File: config.mk
export PLATFORM = sky130hd
export DESIGN_NAME = smbh_host
export DESIGN_NICKNAME = d
export VERILOG_FILES = /design/src/rtl/smbh_pkg.sv /design/src/rtl/smbh_status.sv /design/src/rtl/smbh_blkbuf.sv /design/src/rtl/smbh_launch.sv /design/src/rtl/smbh_host.sv
export SDC_FILE = /design/constraint.sdc
export NUM_CORES = 1
export LEC_CHECK = 0
export ABC_CLOCK_PERIOD_IN_PS = 2260
export BUFFER_PORTS_ARGS = -buffer_cell sky130_fd_sc_hd__buf_4
export CORE_UTILIZATION = 55
export CTS_CLUSTER_SIZE = 8
export DETAILED_ROUTE_END_ITERATION = 6
export HOLD_SLACK_MARGIN = 0.05
export PLACE_DENSITY = 0.76
export SKIP_LAST_GASP = 1
export SLEW_MARGIN = 20
export SYNTH_ARGS = -nofsm -noshare
export SYNTH_HDL_FRONTEND = slang
export SYNTH_SLANG_ARGS = --single-unit
export TNS_END_PERCENT = 50
File: constraint.sdc
create_clock -name clk -period 2.26 [get_ports clk]
set_input_delay 0.113 -clock clk [delete_from_list [all_inputs] [get_ports clk]]
set_output_delay 0.113 -clock clk [all_outputs]
set_load 0.01 [all_outputs]
File: src/rtl/smbh_pkg.sv
// Shared constants and helpers for the SMBus host register front end.
// Assumes a byte-wide register port with a 3-bit offset.
package smbh_pkg;

    typedef enum logic [2:0] {
        OFS_STAT = 3'd0,
        OFS_RSVD = 3'd1,
        OFS_CTRL = 3'd2,
        OFS_CMD  = 3'd3,
        OFS_ADDR = 3'd4,
        OFS_D0   = 3'd5,
        OFS_D1   = 3'd6,
        OFS_BLK  = 3'd7
    } smbh_ofs_e;

    typedef enum logic [2:0] {
        PR_QUICK = 3'd0,
        PR_BYTE  = 3'd1,
        PR_BDATA = 3'd2,
        PR_WORD  = 3'd3,
        PR_BLOCK = 3'd5
    } smbh_proto_e;

    localparam int ST_BUSY  = 0;
    localparam int ST_INTR  = 1;
    localparam int ST_DERR  = 2;
    localparam int ST_DONE  = 7;

    localparam int CT_IEN   = 0;
    localparam int CT_PLO   = 1;
    localparam int CT_START = 6;

    // True for a protocol code the front end knows how to dispatch.
    function automatic logic proto_ok(input logic [2:0] p);
        return (p == PR_QUICK) || (p == PR_BYTE) || (p == PR_BDATA) ||
               (p == PR_WORD)  || (p == PR_BLOCK);
    endfunction

endpackage

File: src/rtl/smbh_status.sv
// Status flag register. Each bit is set by hardware or cleared by hardware
// or by a software write-one mask. A hardware set wins over any clear in
// the same cycle. Bits outside SW_CLR_MASK cannot be cleared by software.
module smbh_status #(
    parameter int          W           = 8,
    parameter logic [W-1:0] SW_CLR_MASK = 8'hFE
) (
    input  logic         clk,
    input  logic         rst_n,
    input  logic         sw_we,
    input  logic [W-1:0] sw_mask,
    input  logic [W-1:0] hw_set,
    input  logic [W-1:0] hw_clr,
    output logic [W-1:0] stat
);

    logic [W-1:0] sw_clr;

    // Software clear mask, gated by the write strobe and the clearable set.
    always_comb sw_clr = sw_we ? (sw_mask & SW_CLR_MASK) : '0;

    for (genvar b = 0; b < W; b++) begin : g_bit
        // One flag: set wins, otherwise clear on hardware or software request.
        always_ff @(posedge clk) begin
            if (!rst_n)
                stat[b] <= 1'b0;
            else if (hw_set[b])
                stat[b] <= 1'b1;
            else if (hw_clr[b] || sw_clr[b])
                stat[b] <= 1'b0;
        end
    end

endmodule

File: src/rtl/smbh_blkbuf.sv
// Block data buffer with a host port that steps a saturating index and an
// engine port with explicit indices. If both sides write in the same cycle
// the engine write lands last. Assumes DEPTH is a power of two.
module smbh_blkbuf #(
    parameter int DW    = 8,
    parameter int DEPTH = 32,
    localparam int IW   = $clog2(DEPTH)
) (
    input  logic          clk,
    input  logic          rst_n,
    input  logic          idx_rst,
    input  logic          host_we,
    input  logic          host_re,
    input  logic [DW-1:0] host_wbyte,
    output logic [DW-1:0] host_rbyte,
    output logic [IW-1:0] idx,
    input  logic          eng_we,
    input  logic [IW-1:0] eng_widx,
    input  logic [DW-1:0] eng_wbyte,
    input  logic [IW-1:0] eng_ridx,
    output logic [DW-1:0] eng_rbyte
);

    localparam logic [IW-1:0] LAST = IW'(DEPTH - 1);

    logic [DW-1:0] mem [DEPTH];

    // Index pointer: reset on request, else step on access and hold at LAST.
    always_ff @(posedge clk) begin
        if (!rst_n || idx_rst)
            idx <= '0;
        else if ((host_we || host_re) && idx != LAST)
            idx <= idx + 1'b1;
    end

    for (genvar i = 0; i < DEPTH; i++) begin : g_cell
        // One buffer byte: cleared at reset, written by host then engine.
        always_ff @(posedge clk) begin
            if (!rst_n)
                mem[i] <= '0;
            else if (eng_we && eng_widx == IW'(i))
                mem[i] <= eng_wbyte;
            else if (host_we && idx == IW'(i))
                mem[i] <= host_wbyte;
        end
    end

    // Combinational read taps for both sides.
    always_comb begin
        host_rbyte = mem[idx];
        eng_rbyte  = mem[eng_ridx];
    end

endmodule

File: src/rtl/smbh_launch.sv
// Start decision and completion bookkeeping. A start is accepted only when
// the host is idle, no device error is latched and the code is valid. An
// unknown code raises a device error instead. The direction and protocol
// are held from the launch so the completion can load response bytes.
module smbh_launch (
    input  logic       clk,
    input  logic       rst_n,
    input  logic       trig,
    input  logic [2:0] trig_proto,
    input  logic       trig_rd,
    input  logic       busy,
    input  logic       derr,
    input  logic       done,
    input  logic       ok,
    output logic       launch,
    output logic       bad_code,
    output logic       req_valid,
    output logic       fin,
    output logic       fin_ok,
    output logic       fin_err,
    output logic       load_rsp
);
    import smbh_pkg::*;

    logic       pend_rd;
    logic [2:0] pend_proto;
    logic       gate;

    // Accept/reject decision for the current start request.
    always_comb begin
        gate     = trig && !busy && !derr;
        launch   = gate && proto_ok(trig_proto);
        bad_code = gate && !proto_ok(trig_proto);
        fin      = done && busy;
        fin_ok   = fin && ok;
        fin_err  = fin && !ok;
        load_rsp = fin_ok && pend_rd && (pend_proto != PR_QUICK);
    end

    // Request pulse, one cycle after an accepted start.
    always_ff @(posedge clk) begin
        if (!rst_n)
            req_valid <= 1'b0;
        else
            req_valid <= launch;
    end

    // Direction and code held for the life of the transaction.
    always_ff @(posedge clk) begin
        if (!rst_n) begin
            pend_rd    <= 1'b0;
            pend_proto <= '0;
        end else if (launch) begin
            pend_rd    <= trig_rd;
            pend_proto <= trig_proto;
        end
    end

endmodule

File: src/rtl/smbh_host.sv
// SMBus host register front end: register decode, request fields toward
// the bus engine, status update and interrupt. Assumes one register access
// per cycle and that software leaves the request registers alone while busy.
module smbh_host #(
    parameter int DW        = 8,
    parameter int AW        = 3,
    parameter int BUF_DEPTH = 32,
    localparam int IW       = $clog2(BUF_DEPTH)
) (
    input  logic            clk,
    input  logic            rst_n,
    input  logic            wr_en,
    input  logic            rd_en,
    input  logic [AW-1:0]   addr,
    input  logic [DW-1:0]   wdata,
    output logic [DW-1:0]   rdata,
    output logic            irq,
    output logic            req_valid,
    output logic [2:0]      req_proto,
    output logic            req_rd,
    output logic [DW-2:0]   req_target,
    output logic [DW-1:0]   req_cmd,
    output logic [2*DW-1:0] req_data,
    output logic [DW-1:0]   req_count,
    input  logic            eng_done,
    input  logic            eng_ok,
    input  logic [2*DW-1:0] eng_rdata,
    input  logic            eng_we,
    input  logic [IW-1:0]   eng_widx,
    input  logic [DW-1:0]   eng_wbyte,
    input  logic [IW-1:0]   eng_ridx,
    output logic [DW-1:0]   eng_rbyte
);
    import smbh_pkg::*;

    logic [DW-1:0] stat_q;
    logic [DW-1:0] hw_set, hw_clr;
    logic          ien_q;
    logic [2:0]    proto_q;
    logic [DW-1:0] cmd_q, adr_q, d0_q, d1_q;
    logic          wr_stat, wr_ctrl, blk_wr, blk_rd, blk_acc, trig;
    logic [DW-1:0] blk_byte;
    logic [IW-1:0] blk_idx;
    logic          launch, bad_code, fin, fin_ok, fin_err, load_rsp;

    // Per-offset write and access strobes.
    always_comb begin
        wr_stat = wr_en && (addr == OFS_STAT);
        wr_ctrl = wr_en && (addr == OFS_CTRL);
        blk_wr  = wr_en && (addr == OFS_BLK);
        blk_rd  = rd_en && !wr_en && (addr == OFS_BLK);
        blk_acc = blk_wr || blk_rd;
        trig    = wr_ctrl && wdata[CT_START];
    end

    // Control register: interrupt enable and protocol code (start not kept).
    always_ff @(posedge clk) begin
        if (!rst_n) begin
            ien_q   <= 1'b0;
            proto_q <= '0;
        end else if (wr_ctrl) begin
            ien_q   <= wdata[CT_IEN];
            proto_q <= wdata[CT_PLO +: 3];
        end
    end

    // Command and address registers, software-written only.
    always_ff @(posedge clk) begin
        if (!rst_n) begin
            cmd_q <= '0;
            adr_q <= '0;
        end else if (wr_en) begin
            if (addr == OFS_CMD)  cmd_q <= wdata;
            if (addr == OFS_ADDR) adr_q <= wdata;
        end
    end

    // Data registers: a read response wins over a software write.
    always_ff @(posedge clk) begin
        if (!rst_n) begin
            d0_q <= '0;
            d1_q <= '0;
        end else if (load_rsp) begin
            d0_q <= eng_rdata[DW-1:0];
            d1_q <= eng_rdata[2*DW-1:DW];
        end else if (wr_en) begin
            if (addr == OFS_D0) d0_q <= wdata;
            if (addr == OFS_D1) d1_q <= wdata;
        end
    end

    smbh_launch u_launch (
        .clk        (clk),
        .rst_n      (rst_n),
        .trig       (trig),
        .trig_proto (wdata[CT_PLO +: 3]),
        .trig_rd    (adr_q[0]),
        .busy       (stat_q[ST_BUSY]),
        .derr       (stat_q[ST_DERR]),
        .done       (eng_done),
        .ok         (eng_ok),
        .launch     (launch),
        .bad_code   (bad_code),
        .req_valid  (req_valid),
        .fin        (fin),
        .fin_ok     (fin_ok),
        .fin_err    (fin_err),
        .load_rsp   (load_rsp)
    );

    // Hardware set/clear vectors for the status flags.
    always_comb begin
        hw_set          = '0;
        hw_clr          = '0;
        hw_set[ST_BUSY] = launch;
        hw_set[ST_INTR] = fin_ok;
        hw_set[ST_DONE] = fin_ok;
        hw_set[ST_DERR] = bad_code || fin_err;
        hw_clr[ST_BUSY] = fin;
    end

    smbh_status #(
        .W           (DW),
        .SW_CLR_MASK (8'hFE)
    ) u_status (
        .clk     (clk),
        .rst_n   (rst_n),
        .sw_we   (wr_stat),
        .sw_mask (wdata),
        .hw_set  (hw_set),
        .hw_clr  (hw_clr),
        .stat    (stat_q)
    );

    smbh_blkbuf #(
        .DW    (DW),
        .DEPTH (BUF_DEPTH)
    ) u_buf (
        .clk        (clk),
        .rst_n      (rst_n),
        .idx_rst    (wr_stat),
        .host_we    (blk_wr),
        .host_re    (blk_rd),
        .host_wbyte (wdata),
        .host_rbyte (blk_byte),
        .idx        (blk_idx),
        .eng_we     (eng_we),
        .eng_widx   (eng_widx),
        .eng_wbyte  (eng_wbyte),
        .eng_ridx   (eng_ridx),
        .eng_rbyte  (eng_rbyte)
    );

    // Request fields toward the bus engine.
    always_comb begin
        req_proto  = proto_q;
        req_rd     = adr_q[0];
        req_target = adr_q[DW-1:1];
        req_cmd    = cmd_q;
        req_data   = {d1_q, d0_q};
        req_count  = d0_q;
        irq        = ien_q && stat_q[ST_INTR];
    end

    // Read-back multiplexer.
    always_comb begin
        unique case (addr)
            OFS_STAT: rdata = stat_q;
            OFS_CTRL: rdata = {4'b0, proto_q, ien_q};
            OFS_CMD:  rdata = cmd_q;
            OFS_ADDR: rdata = adr_q;
            OFS_D0:   rdata = d0_q;
            OFS_D1:   rdata = d1_q;
            OFS_BLK:  rdata = blk_byte;
            default:  rdata = '0;
        endcase
    end

endmodule

Yosys cells after proc, flatten, opt, wreduce, memory -nomap -nowiden

Memories as Yosys holds them, arrays and structs flattened. A register that Yosys moved wholly into a read port is not among the register bits.
Index checks and enable logic that the tools add are counted.

Bits in writable memories: 256
Word-level logic and storage cells: 571
Output and inout bits: 61
Register bits: 50
Bits of input ports: 52
Memories kept: 1

Memories:

| memory    | words | bits a word | read ports | clocked after Yosys merged registers in | wr ports | RTL line          | RTL |
|---|---|---|---|---|---|---|---|
| u_buf.mem | 32    | 8           | 2          | 1                                       | 32       | smbh_blkbuf.sv:26 | `logic [DW-1:0] mem [DEPTH];` |

Reductions and logical operators: 111
Mux-type cells: 307
Equality and inequality tests: 73
Add/subtract/negate cells: 1
Bitwise gates (word level): 64

Operator list:

| kind                                                | number |
|---|---|
| 2-to-1 mux 8 bit                                    | 71 |
| 2-to-1 mux 1 bit                                    | 233 |
| equality test 5 bit, second input constant          | 32 |
| logical AND 1 bit                                   | 81 |
| equality test 5 x 4 -> 1 bit, second input constant | 16 |
| OR 1 bit                                            | 64 |
| case mux 8 bit (7 select lines)                     | 1 |
| equality test 5 x 3 -> 1 bit, second input constant | 8 |
| equality test 5 x 2 -> 1 bit, second input constant | 4 |
| equality test 3 bit, second input constant          | 5 |
| nonzero test 2 bit                                  | 7 |
| equality test 3 x 2 -> 1 bit, second input constant | 4 |
| equality test 5 x 1 -> 1 bit, second input constant | 2 |
| zero test 5 bit                                     | 2 |
| 2-to-1 mux 5 bit                                    | 2 |
| logical OR 1 bit                                    | 8 |
| AND reduction 2 bit                                 | 4 |
| zero test 1 bit                                     | 6 |
| zero test 3 bit                                     | 2 |
| adder 5 x 1 -> 5 bit, second input constant         | 1 |
| != test 5 bit, second input constant                | 1 |
| equality test 3 x 1 -> 1 bit, second input constant | 1 |
| nonzero test 3 bit                                  | 1 |

Logic depth before layout (Yosys ltp)

Gate-level depths: netlist (run 1).

Depth in word-level cells: 9
Gate-level depth with buffers: 9
Gate-level depth less buffers: 7

Cells and area by module

Synthesis (run 1) repeated with hierarchy kept, for this count alone.

Cells, all modules: 1291
Area total of the unflattened synthesis: 18388.9 um2

By module, submodules not included:

| module      | sequential area each (um2) | cells each | area an instance (um2) | times used |
|---|---|---|---|---|
| smbh_blkbuf | 7887.6                     | 1019       | 15743.8                | 1 |
| smbh_host   | 720.7                      | 215        | 2074.5                 | 1 |
| smbh_status | 160.2                      | 32         | 315.3                  | 1 |
| smbh_launch | 100.1                      | 25         | 255.2                  | 1 |

Worst setup path after synthesis (run 1)

No wires, ideal clock.

Path type: input to register
From: input addr[2]
To: memory u_buf.mem[16][0] (enable)
Buffers on the path: 2
Stages: 6
Arrival time: 1651 ps
Data required time: 1882 ps
Library setup time: 378 ps
Path slack: 232 ps
Cell sequence: buf_2 -> nand2_1 -> nor2_1 -> nand3_2 -> buf_4 -> o221ai_1

RTL lines:

| element         | RTL line          | RTL |
|---|---|---|
| start, declared | smbh_host.sv:14   | `input logic [AW-1:0] addr,` |
| end, declared   | smbh_blkbuf.sv:26 |  |

==> results of run 1 <==
## cells by family (layout without fill, tap and decap cells)
logic type / Yosys count / count (layout)
mux: 236 / 236
buf+inv: 153 / 324
compound gates: 403 / 403
fa+ha+maj: 6 / 6
flops: 311 / 311
xor+xnor: 3 / 3
simple gates: 277 / 277
## state kept, by name (all words and copies together) (netlist names), named ones only
name / flops
adr_q: 8
d1_q: 8
ien_q: 1
req_cmd: 8
req_count: 8
req_proto: 3
u_buf.idx: 5
u_buf.mem: 256
u_launch.pend_proto: 3
u_launch.pend_rd: 1
u_launch.req_valid: 1
u_status.stat: 4
## final cells by class
type                       count  area [um2]  share of cell area (%)
clock inverter                 2        17.5                  0.0808
timing repair buffer         243        2080                    9.59
multi-input combinational    925        8980                    41.4
clock buffer                  73        1230                    5.68
tap                          442         553                    2.55
inverter                       6        22.5                   0.104
sequential                   311        8790                    40.6
## stage by stage
step	TNS, ps	area, um2	total power, mW	setup slack (ps)
2_1_floorplan	0	18300	7.72	232
6_report	-6610	21700	14.7	-553
3_3_place_gp	-15.7	19800	8.41	-15.7
3_5_place_dp	-44.5	19800	8.44	-44.5
4_1_cts	-6220	21600	14.6	-474
5_1_grt	-7020	21700	15.0	-571
## how the worst max path moves through the flow
stage          slack, ps                to
5_1_grt             -570          rdata[6]
6_report            -550          rdata[4]
3_3_place_gp         -20          rdata[6]
4_1_cts             -470          rdata[5]
3_5_place_dp         -40          rdata[6]
2_1_floorplan        230  u_buf.mem[16][0]
## synth_stat cells, types with 2 or more instances
cell type / n
and2_1: 3
a311oi_1: 2
buf_4: 25
a21oi_1: 15
buf_1: 14
nand4_1: 2
mux2i_1: 112
nor3_2: 12
nor3_1: 4
nor3_4: 19
o211ai_1: 7
a221oi_1: 7
a22o_1: 260
ha_1: 6
mux2_2: 12
inv_1: 5
buf_2: 8
o22ai_1: 2
nor2_1: 86
nand3_1: 22
a221o_1: 4
a22oi_1: 29
nand2b_1: 5
clkbuf_1: 98
o21ai_0: 5
o211a_1: 18
o221ai_1: 33
nand2_1: 85
edfxtp_1: 256
nand3_2: 2
xor2_1: 2
buf_6: 2
a31oi_1: 2
dfxtp_1: 55
nor2b_1: 30
a21o_1: 2
mux4_2: 112
nor3b_1: 3
a21boi_0: 11
## layout by cell type, fill, tap and decap left out, types with 6 or more instances in the layout
cell type	count
edfxtp_1	256
a21oi_1	15
nor3_4	19
o211a_1	18
clkbuf_1	28
a21boi_0	11
ha_1	6
mux2i_1	104
mux2i_2	6
dlygate4sd3_1	18
buf_4	199
nand2_1	83
buf_12	10
a22o_1	260
mux4_2	112
nor2_1	86
a22oi_1	28
dfxtp_1	54
nor3_2	12
nor2b_1	30
o211ai_1	7
buf_6	13
o221ai_1	31
mux2_2	7
clkbuf_16	45
nand3_1	22
## per-layer routing
layer	wire (um)	vias to the layer above	track usage (%)	share of wire (%)
met2	27200	1233	54.5	45
met5	0	-	0	0
li1	-	5979	-	-
met4	2760	0	16.4	4.6
met3	8520	178	11.0	14
met1	21900	7271	47.9	36
## worst max-delay path, stage by stage (launching register included)
cell and delay, ps:
dfxtp_4 430, buf_12 150, buf_12 120, buf_12 100, mux4_2 540, mux2i_1 160, o211ai_1 170, a221o_1 340
buf_4 150
## where the power goes
part	switching, mW	internal [mW]
clock	2.46	3.68
sequential	0.219	6.48
combinational	1.03	0.812
## timing repair
item / in CTS / in global routing
cloned: 2 / 0
buffers inserted: 20 / 4
setup endpoints to repair: 16 / 24
resized for setup: 27 / 24
endpoints found under the hold margin: 20 / 0
pin swaps: 13 / 13
hold buffers: 18 / 0
==> flow_metrics.tcl, run 1 <==
set metrics [dict create \
    holdWs_ps 84.6 \
    failed_checks "DRC, setup timing" \
    wl_um 60400 \
    drive_gt1_share_pct 29.0 \
    clock_latency_ps 550 \
    cts_tree "yes" \
    power.density_nw_per_um2 678 \
    fill_cells 2316 \
    grt_util_all_layers_pct 36.1 \
    slew_headroom_pct 37.3 \
    die_area_um2 34000 \
    synth.distinct_cells 51 \
    arrival_ps 2700 \
    yosys.area_share.adder_pct 0.410 \
    synth-main-ff-cell "edfxtp_1" \
    finish.utilization_pct 66.4 \
    endpoint_kind "output pin" \
    viasPerCell 7.32 \
    yosys-top-cells-area "edfxtp_1, mux4_2, a22o_1" \
    drt_iter0_markers 1968 \
    fin_ws_ps -553 \
    outcome "finished, violations left" \
    portBuffers 112 \
    hold_violations 0 \
    synthSimpleGateAreaFrac_pct 8.33 \
    worst_pin_slew_ps 937 \
    leakage_nw 7.68 \
    grt_pass1_vias 14000 \
    min_delay_worst_endpoint "req_cmd[4]" \
    start_kind "register" \
    finClkSkew_ps 16.2 \
    clk_path_buf_depth 3 \
    synth-compound-area-share_pct 18.6 \
    max_freq_mhz 355 \
    syn_inst 1389 \
    rows 66 \
    synth_edf_count 256 \
    layout_min_cycle_time_ps 2810 \
    die_x_um 184 \
    cp_max_fo 7 \
    htree_levels 2 \
    rrSetupSlack_ps 200 \
    muxShareOfSynthArea_pct 20.7 \
    grt_start_max_net_pins 46 \
    syn2layout_area_growth_pct 18.5 \
    fin_nets 1589 \
    synth_top_family_by_area "multiplexers" \
    synth_top_area_share_pct 42.0 \
    die_height_um 184 \
    netlist_area_um2 18300 \
    setup-violations-final 16 \
    setup.worst_path.class "register to output pin" \
    grt_pass1_wl_um 89700 \
    yosysSeqAreaShare_pct 48.0 \
    period_share_pct 124 \
    peakVddDrop_uv 548 \
    hold_depth 3 \
    yosysWarnings 0 \
    clk_pin_slew_ps 60 \
    required_ps 2150 \
    pin_count 113 \
    hold_start "wdata[4]" \
    ant_nets 0 \
    drt_first_pass_iters 7 \
    cap_violations 0 \
    wl_per_cell_um 30.2 \
    cts_buffers 44 \
    synth_area_per_cell_um2 13.2 \
    antenna_cells 0 \
    drv_slew 0 \
    cts-root-buf "clkbuf_16" \
    synth-xor-area-share_pct 0.144 \
    async_flop_share_pct 0 \
    rr_worst_depth 6 \
    dpl.hpwl_um 41100 \
    coreArea_um2 32600 \
    fin_cells 2002 \
    drcViolationCount 2 \
    ys_seq_elements 311 \
    initial_core_util_pct 56.1 \
    cts_num_sinks 311 \
    rsz0062_at_grt "yes" \
    hold_path_class "primary input to register" \
    grt_antenna_before_repair 1 \
    place_congestion 1.00 \
    syn_nets 1447 \
    rr_startpoint "u_buf.idx[0]" \
    dp_cells 1887 \
    worstReg2RegEnd "u_buf.mem[15][6]" \
    overflow 0 \
    yosys.area.top_type "edfxtp_1" \
    dr_total_vias 14700 \
]
Note: power is estimated with default switching activity, not from simulation.
==> run 2: changes to the inputs <==
Settings changed: ABC_CLOCK_PERIOD_IN_PS 2260 to 2900.
Clock period 2.26 ns to 2.9 ns, I/O delays scaled along.
==> run 2 against run 1 <==
  * Register-to-register slack better by 680 ps
  * Cell count is 1.3% lower
  * The run ends with setup timing left
  * Hold slack better by 12 ps
  * First-iteration DRC count is 5.9% higher
  * Utilization is 0.99 points lower
  * Largest power group unchanged
  * Sequential power is 22% lower
  * Die area stayed put
  * Critical endpoint is now rdata[0]
  * Clock power is 20% lower
  * Sequential share of layout area is 0.63 points higher
==> flow_metrics.tcl, run 2 (same netlist as run 1, synthesis figures left out) <==
set metrics [dict create \
    drt_iter0_markers 2085 \
    regMostFlops "u_buf.mem" \
    final_common_cell "a22o_1" \
    initial_core_util_pct 56.1 \
    antenna_cells 0 \
    power.density_nw_per_um2 540 \
    largest_reg_flops 256 \
    slew_headroom_pct 27.6 \
    fin_nets 1556 \
    cts_tree "yes" \
    grt_antenna_before_repair 0 \
    dr_total_vias 14500 \
    design_area_um2 21300 \
    holdWs_ps 96.6 \
    drt_first_pass_iters 6 \
    clk_path_buf_depth 3 \
    wl_um 61700 \
    cts_num_sinks 311 \
    place_congestion 1.00 \
    portBuffers 112 \
    layout_common_cells "a22o_1, edfxtp_1, buf_4, mux4_2, mux2i_1" \
    start_kind "register" \
    pin_count 113 \
    worst_pin_slew_ps 1080 \
    die_height_um 184 \
    overflow 0 \
    fin_ws_ps -15.4 \
    hold_depth 3 \
    cp_max_fo 12 \
    dr_wl_met3_um 9140 \
    ant_nets 0 \
    rr_worst_depth 4 \
    setup.worst_path.class "register to output pin" \
    grt_util_all_layers_pct 36.4 \
    finClkSkew_ps 42.2 \
    clock_latency_ps 580 \
    endpoint_kind "output pin" \
    htree_levels 2 \
    cap_violations 0 \
    failed_checks "setup timing" \
    die_area_um2 34000 \
    fill_cells 2316 \
    coreArea_um2 32600 \
    grt_start_max_net_pins 71 \
    peakVddDrop_uv 427 \
    wl_per_cell_um 31.2 \
    layout_min_cycle_time_ps 2920 \
    wl_met2_um 27700 \
    drive_gt1_share_pct 26.6 \
    arrival_ps 2770 \
    leakage_nw 7.48 \
    hold_path_class "primary input to register" \
    die_x_um 184 \
    setup-violations-final 2 \
    clk_pin_slew_ps 60 \
    drv_slew 0 \
    cp_cell_sequence "buf_16 > mux4_2 > mux2i_4 > o211ai_1 > a211o_1 > buf_4" \
    viasPerCell 7.35 \
    top_layer "met4" \
    outcome "finished, violations left" \
    critPathSlowestCell "mux4_2" \
    grt_pass1_vias 14100 \
    cts_buffers 44 \
    rows 66 \
    required_ps 2760 \
    dpl.hpwl_um 39900 \
    syn2layout_area_growth_pct 16.7 \
    grt_pass1_wl_um 89900 \
    cpPeakStageDelay_ps 570 \
    drcViolationCount 0 \
    period_share_pct 101 \
    wl_met1_um 22100 \
    max_freq_mhz 343 \
    placedInstanceArea_um2 19600 \
    hold_violations 0 \
    cts-root-buf "clkbuf_16" \
    rsz0062_at_grt "yes" \
]
run 2: cell types whose count changed in the layout (fill, tap and decap cells not counted), sizes merged:
cell,delta
clkinv,+2
bufbuf,+1
buf,-36
clkbuf,+7
inv,-1
run 2: critical path, delay by kind of cell (launching register included):
family,cells,cell delay (ps)
compound gates,2,590
buf+inv,2,350
flops,1,470
mux,2,770
run 2: layer usage:
metal	up-vias	GRT usage [%]
li1	5924	-
met1	7131	49.0
met2	1267	55.4
met3	189	10.0
met4	0	15.7
met5	-	0
run 2: what timing repair did:
| item | 4_1_cts | 5_1_grt |
|---|---|---|
| hold buffers | 18 | 0 |
| pin swaps | 0 | 1 |
| setup buffers | 0 | 7 |
| resized for setup | 2 | 14 |
| setup endpoints to repair | 5 | 8 |
| cloned | 1 | 2 |
| hold endpoints to repair | 20 | 0 |
run 2: path summary, 6_finish.rpt:
kind | end | from | slack (ps)
hold / removal | req_cmd[5] | wdata[5] | 100
setup / recovery | rdata[0] | register | -20
setup reg to reg | u_buf.mem[21][0] | u_buf.idx[4] | 880
hold reg to reg | u_status.stat[7] | u_status.stat[7] | 490
run 2: report_power, final:
group / total [mW] / internal (mW) / switching, mW
clock network: 4.90 / 2.87 / 2.03
logic: 1.42 / 0.593 / 0.823
registers: 5.21 / 5.05 / 0.155
run 2: layout make-up:
type	instances	area, um2	share of cell area (%)
clock buffer	78	1230	5.76
inverter	6	22.5	0.105
sequential	311	8790	41.2
timing repair buffer	210	1800	8.45
clock inverter	3	66.3	0.311
multi-input combinational	925	8880	41.6
tap	442	553	2.59
run 2: metrics by stage:
step           setup WS [ps]  util (%)  total power [mW]  instances  setup TNS (ps)
2_1_floorplan            840         -              6.01       1389               0
3_3_place_gp             489      60.1              6.54       1866               0
3_5_place_dp             437      60.1              6.57       1866               0
4_1_cts                 -117      64.8              11.4       1966            -349
5_1_grt                -28.8      65.5              11.8       1975            -136
6_report               -15.4      65.5              11.5       1975           -19.0
